File: config.mk
export PLATFORM = sky130hd
export DESIGN_NAME = eil_ctrl
export DESIGN_NICKNAME = d
export VERILOG_FILES = /design/src/rtl/eil_pkg.sv /design/src/rtl/eil_edge_detect.sv /design/src/rtl/eil_regs.sv /design/src/rtl/eil_pending.sv /design/src/rtl/eil_ctrl.sv
export SDC_FILE = /design/constraint.sdc
export NUM_CORES = 1
export LEC_CHECK = 0
export ABC_AREA = 1
export BUFFER_PORTS_ARGS = -buffer_cell sky130_fd_sc_hd__buf_2
export CELL_PAD_IN_SITES_DETAIL_PLACEMENT = 1
export CELL_PAD_IN_SITES_GLOBAL_PLACEMENT = 1
export CORE_MARGIN = 10
export CORE_UTILIZATION = 47
export CTS_BUF_LIST = sky130_fd_sc_hd__clkbuf_2 sky130_fd_sc_hd__clkbuf_4 sky130_fd_sc_hd__clkbuf_8
export CTS_CLUSTER_DIAMETER = 30
export DETAILED_ROUTE_END_ITERATION = 10
export PLACE_DENSITY = 0.95
export SKIP_LAST_GASP = 1
export SYNTH_ARGS = -nofsm -noshare
export SYNTH_HDL_FRONTEND = slang
export SYNTH_SLANG_ARGS = --single-unit
File: constraint.sdc
create_clock -name clk -period 3.2 [get_ports clk]
set_clock_uncertainty 0.1 [all_clocks]
set_input_delay 0.16 -clock clk [delete_from_list [all_inputs] [get_ports clk]]
set_output_delay 0.16 -clock clk [all_outputs]
set_load 0.02 [all_outputs]
File: src/rtl/eil_pkg.sv
package eil_pkg;
  localparam int REG_ADDR_W = 3;

  typedef enum logic [REG_ADDR_W-1:0] {
    REG_RISE   = 3'd0,
    REG_FALL   = 3'd1,
    REG_IMASK  = 3'd2,
    REG_EMASK  = 3'd3,
    REG_SWTRIG = 3'd4,
    REG_PEND   = 3'd5
  } reg_sel_e;
endpackage

File: src/rtl/eil_edge_detect.sv
module eil_edge_detect #(
  parameter int NUM_LINES   = 16,
  parameter int SYNC_STAGES = 2
) (
  input  logic                 clk,
  input  logic                 rst,
  input  logic [NUM_LINES-1:0] line_in,
  input  logic [NUM_LINES-1:0] rise_sel,
  input  logic [NUM_LINES-1:0] fall_sel,
  output logic [NUM_LINES-1:0] hit
);
  localparam int TOP = SYNC_STAGES - 1;

  for (genvar g = 0; g < NUM_LINES; g++) begin : g_line
    logic [SYNC_STAGES-1:0] chain;
    logic                   prev;
    logic                   cur;

    always_ff @(posedge clk) begin
      if (rst) begin
        chain <= '0;
        prev  <= 1'b0;
      end else begin
        chain <= {chain[SYNC_STAGES-2:0], line_in[g]};
        prev  <= chain[TOP];
      end
    end

    assign cur = chain[TOP];
    assign hit[g] = (rise_sel[g] & cur & ~prev) | (fall_sel[g] & ~cur & prev);

    // A hit requires the synchronized level to have changed
    p_hit_on_change_r4: assert property (@(posedge clk) disable iff (rst)
      hit[g] |-> (cur != prev));
  end
endmodule

File: src/rtl/eil_regs.sv
module eil_regs
  import eil_pkg::*;
#(
  parameter int NUM_LINES = 16
) (
  input  logic                  clk,
  input  logic                  rst,
  input  logic                  we,
  input  logic [REG_ADDR_W-1:0] addr,
  input  logic [NUM_LINES-1:0]  wdata,
  input  logic [NUM_LINES-1:0]  pend_q,
  output logic [NUM_LINES-1:0]  rise_sel,
  output logic [NUM_LINES-1:0]  fall_sel,
  output logic [NUM_LINES-1:0]  imask,
  output logic [NUM_LINES-1:0]  emask,
  output logic [NUM_LINES-1:0]  swtrig,
  output logic [NUM_LINES-1:0]  clr,
  output logic [NUM_LINES-1:0]  rdata
);
  reg_sel_e            sel;
  logic [NUM_LINES-1:0] rd_mux;
  logic                 hit_sw;

  assign sel    = reg_sel_e'(addr);
  assign hit_sw = we && (sel == REG_SWTRIG);
  assign clr    = (we && (sel == REG_PEND)) ? wdata : '0;

  always_ff @(posedge clk) begin
    if (rst) begin
      rise_sel <= '0;
      fall_sel <= '0;
      imask    <= '0;
      emask    <= '0;
      swtrig   <= '0;
    end else begin
      swtrig <= hit_sw ? wdata : '0;
      if (we) begin
        case (sel)
          REG_RISE:  rise_sel <= wdata;
          REG_FALL:  fall_sel <= wdata;
          REG_IMASK: imask    <= wdata;
          REG_EMASK: emask    <= wdata;
          default: ;
        endcase
      end
    end
  end

  always_comb begin
    case (sel)
      REG_RISE:  rd_mux = rise_sel;
      REG_FALL:  rd_mux = fall_sel;
      REG_IMASK: rd_mux = imask;
      REG_EMASK: rd_mux = emask;
      REG_PEND:  rd_mux = pend_q;
      default:   rd_mux = '0;
    endcase
  end

  always_ff @(posedge clk) begin
    if (rst) rdata <= '0;
    else     rdata <= rd_mux;
  end

  // Software trigger lives one cycle unless rewritten
  p_swtrig_selfclear_r9: assert property (@(posedge clk) disable iff (rst)
    ((swtrig != '0) && !hit_sw) |=> (swtrig == '0));
endmodule

File: src/rtl/eil_pending.sv
module eil_pending #(
  parameter int NUM_LINES = 16
) (
  input  logic                 clk,
  input  logic                 rst,
  input  logic [NUM_LINES-1:0] hit,
  input  logic [NUM_LINES-1:0] swtrig,
  input  logic [NUM_LINES-1:0] clr,
  input  logic [NUM_LINES-1:0] imask,
  input  logic [NUM_LINES-1:0] emask,
  output logic [NUM_LINES-1:0] pend_q,
  output logic [NUM_LINES-1:0] irq_o,
  output logic [NUM_LINES-1:0] evt_o
);
  logic [NUM_LINES-1:0] set_v;

  assign set_v = hit | swtrig;

  always_ff @(posedge clk) begin
    if (rst) begin
      pend_q <= '0;
      irq_o  <= '0;
      evt_o  <= '0;
    end else begin
      pend_q <= (pend_q & ~clr) | set_v;
      irq_o  <= pend_q & imask;
      evt_o  <= hit & emask;
    end
  end

  // Set bits not being cleared stay set
  p_pend_hold_r5: assert property (@(posedge clk) disable iff (rst)
    1'b1 |=> ((pend_q & $past(pend_q & ~clr)) == $past(pend_q & ~clr)));

  // Set beats clear in the same cycle
  p_set_wins_r6: assert property (@(posedge clk) disable iff (rst)
    ((set_v & clr) != '0) |=> ((pend_q & $past(set_v & clr)) == $past(set_v & clr)));

  // A request needs a pending bit and an open mask one cycle earlier
  p_irq_gated_r7: assert property (@(posedge clk) disable iff (rst)
    1'b1 |=> ((irq_o & ~($past(pend_q) & $past(imask))) == '0));

  // Event pulses only on unmasked lines
  p_evt_masked_r8: assert property (@(posedge clk) disable iff (rst)
    1'b1 |=> ((evt_o & ~$past(emask)) == '0));
endmodule

File: src/rtl/eil_ctrl.sv
module eil_ctrl
  import eil_pkg::*;
#(
  parameter int NUM_LINES   = 16,
  parameter int SYNC_STAGES = 2
) (
  input  logic                  clk,
  input  logic                  rst,
  input  logic [NUM_LINES-1:0]  line_in,
  input  logic                  reg_we,
  input  logic [REG_ADDR_W-1:0] reg_addr,
  input  logic [NUM_LINES-1:0]  reg_wdata,
  output logic [NUM_LINES-1:0]  reg_rdata,
  output logic [NUM_LINES-1:0]  irq_o,
  output logic [NUM_LINES-1:0]  evt_o
);
  logic [NUM_LINES-1:0] rise_sel, fall_sel, imask, emask;
  logic [NUM_LINES-1:0] swtrig, clr, hit, pend_q;

  eil_edge_detect #(.NUM_LINES(NUM_LINES), .SYNC_STAGES(SYNC_STAGES)) u_edge (
    .clk(clk), .rst(rst), .line_in(line_in),
    .rise_sel(rise_sel), .fall_sel(fall_sel), .hit(hit)
  );

  eil_regs #(.NUM_LINES(NUM_LINES)) u_regs (
    .clk(clk), .rst(rst), .we(reg_we), .addr(reg_addr), .wdata(reg_wdata),
    .pend_q(pend_q), .rise_sel(rise_sel), .fall_sel(fall_sel),
    .imask(imask), .emask(emask), .swtrig(swtrig), .clr(clr), .rdata(reg_rdata)
  );

  eil_pending #(.NUM_LINES(NUM_LINES)) u_pend (
    .clk(clk), .rst(rst), .hit(hit), .swtrig(swtrig), .clr(clr),
    .imask(imask), .emask(emask), .pend_q(pend_q), .irq_o(irq_o), .evt_o(evt_o)
  );

  // Outputs are zero in the cycle after reset
  p_reset_quiet_r1: assert property (@(posedge clk)
    rst |=> ((irq_o == '0) && (evt_o == '0) && (reg_rdata == '0)));
endmodule

==> flow_summary.ini <==
[worst_setup_path]
required_ns = 3.51
worstSetupPathType = in2reg
crit_start = reg_addr[2]
reg2reg_to = u_pend.pend_q[11]$_SDFF_PP0_
rrSetupSlack_ns = 1.98
end_kind = register
max_stage_delay_ns = 0.40
worst-path-buf-inv = 3
start_kind = primary input
cp_cell_sequence = buf_2, inv_4, nand2_4, nor2_8, nand2_4, clkinv_2, nand2_1, a21oi_1
cpLargestDelayFamily = buffers and inverters
worstSetupPathDepth = 8
r2r_cells = 4
path_max_fanout = 42
crit_end = u_regs.emask[11]$_SDFFE_PP0P_
cp.arrival_ns = 2.08
slowest_stage = inv_4
crit_path_frequent_cell = nand2_4
regToRegStartpoint = u_regs.rise_sel[11]$_SDFFE_PP0P_

[die]
start_util_pct = 47.8
core.rowCount = 44
die_h_um = 141
core_area_um2 = 14500
pin_count = 86
die_w_um = 141
die_area_um2 = 20000

[clock_network]
clk_pin_slew_ns = 0.11
cts_tree = done
numCtsBuffers = 17
clkLatencyLatePin_ns = 0.49
post-cts-setup-buffers = 0
cts_resized = 0
ctsHtreeMaxLevel = 4
cts_root_buf = clkbuf_8
clockBufferDepth = 2
cts.sinks = 192

[drt]
drtPass1Iterations = 5
num_vias = 6482
drt_iter0_drc = 638
via_per_inst = 5.43
wl_per_cell_um = 19.3
drc = 0
ant_nets = 0
wirelength_mm = 23.0

[timing]
finalHoldViolations = 0
setup_viol = 0
drv_slew = 0
max_freq_mhz = 566
fin_crit_sh_pct = 55.3
rsz0062_at_grt = false
worst_slew_pin_slew_ns = 0.762
maxSlewHeadroom_pct = 49.0
tns_ns = 0
fin_crit_ns = 1.77

[synthesis]
synth.largest_area_cell = dfxtp_1
synth-main-ff-cell = dfxtp_1
ys_seq_area_share_pct = 55.5
synth_area_um2 = 6920
syn_nets = 937
synth_area_leaders = dfxtp_1 56%, nor2_1 11%, nand2_1 7.9%, nand3_1 5.8%, inv_1 4.4%
ys_async_sr_fraction_pct = 0
synth_commonest_cells = 210 x nor2_1, 192 x dfxtp_1, 145 x nand2_1
synth_area_per_cell_um2 = 7.70
synthCells = 899
yosysWarnings = 0
yosysMostFrequentCell = nor2_1
synth_edf_count = 0
synth_top_area_share_pct = 55.5
ys_seq_elements = 192
ys_types = 23

[cells_and_area]
layout-drive-gt1-share_pct = 13.7
largest_register = u_edge.g_line.chain
num-nets-final = 1033
design_area_um2 = 8170
n_fill_cell = 1820
fin_util_pct = 56.4
synthToLayoutAreaGrowth_pct = 18.0
largest_register_ffs = 32

[global_routing]
gr-total-overflow = 0
grt_usage_pct = 22.9
grt_max_degree = 129
antenna_found_initial = 2
grt_pass1_vias = 6973
grt_pass1_wl_mm = 36.9

[hold_path]
holdCritPathClass = in2reg

[job]
drv_cap = 0

[pwr]
power.share.switching_pct = 25.1
p_int_uw = 3440
vdd_drop_max_mv = 0.438
p_per_area_nw_per_um2 = 562
clkPwrFrac_pct = 39.1
p_seq_share_pct = 54.2
p_leak_uw = 0.00349
power_frac_comb_pct = 6.7
p_sw_uw = 1150

[place]
place_area_um2 = 7400
io_buffers = 85
gp_congestion = 0.809
dpl.hpwl_mm = 13.0

[status]
status = complete, no violations
[cell type report]
class / count / area, µm² / share of cell area, %
Clock buffer: 20 / 263 / 3.22
Timing Repair Buffer: 121 / 791 / 9.68
Clock inverter: 11 / 179 / 2.19
Inverter: 88 / 340 / 4.17
Antenna cell: 2 / 5.00 / 0.0613
Tap cell: 184 / 230 / 2.82
Multi-Input combinational cell: 575 / 2520 / 30.8
Sequential cell: 192 / 3840 / 47.1
[cells in the final DEF (no fill, tap or decap), types with 4 or more instances in the layout]
master         synthesis  layout
a21oi_1               48      48
buf_2                 13      84
buf_4                  1       4
bufinv_16              0       4
clkbuf_8               0      18
dfxtp_1              192     192
dlygate4sd3_1          0      32
inv_1                 81      81
nand2_1              145     145
nand3_1               80      80
nand4_1               17      17
nor2_1               210     210
nor2_4                 4       4
o21ai_0               27      27
o21ai_1               37      37
[layer usage]
| layer | up-vias | global-route usage (%) | part of all wire (%) |
|---|---|---|---|
| li1 | 3021 | - | - |
| met1 | 3157 | 26.2 | 41 |
| met2 | 249 | 39.1 | 50 |
| met3 | 55 | 6.61 | 6.6 |
| met4 | 0 | 9.68 | 2.4 |
| met5 | - | 0 | 0 |
[repair_timing]
| action | 4_1_cts | 5_1_grt |
|---|---|---|
| endpoints found under the setup margin | 0 | 0 |
| hold buffers | 32 | 0 |
| hold endpoints to repair | 108 | 0 |
[per-stage QoR]
stage	setup slack, ns	power (µW)	hold slack (ns)	instances
2_1_floorplan	2.01	2700	0.167	899
3_3_place_gp	1.11	2790	0.258	1128
3_5_place_dp	1.06	2800	0.270	1128
4_1_cts	1.57	4570	0.123	1191
5_1_grt	1.39	4740	0.161	1192
6_report	1.43	4590	0.114	1193
[worst min-delay path, stage by stage]
cell and delay, ns:
buf_4 0.13, buf_12 0.22, nor2_1 0.15
[cell families after synthesis]
family,count (synthesis),synth area share [%]
simple gates,463,28.2
flops,192,55.5
buf+inv,132,8.15
compound gates,112,8.10
[worst min path at each step]
stage	cells past startpoint	end	startpoint	slack [ns]
after floorplan	2	u_edge.g_line[0].chain[0]$_SDFF_PP0_	line_in[0]	0.17
after global placement	3	u_edge.g_line[10].chain[0]$_SDFF_PP0_	line_in[10]	0.26
after detailed placement	3	u_edge.g_line[9].chain[0]$_SDFF_PP0_	line_in[9]	0.27
after CTS	4	u_regs.emask[9]$_SDFFE_PP0P_	reg_we	0.12
after global routing	3	u_regs.rdata[7]$_SDFF_PP0_	rst	0.16
final	3	u_pend.evt_o[4]$_SDFF_PP0_	rst	0.11
[power by group through the flow]
| stage | Sequential (µW) | Clock, µW | Combinational, µW |
|---|---|---|---|
| CTS | 2490 | 1790 | 297 |
| global route | 2500 | 1910 | 337 |
| floorplan | 2530 | 0 | 168 |
| global placement | 2540 | 0 | 250 |
| finish | 2490 | 1790 | 308 |
| detailed placement | 2540 | 0 | 262 |
Power figures use the tool's default switching activity.
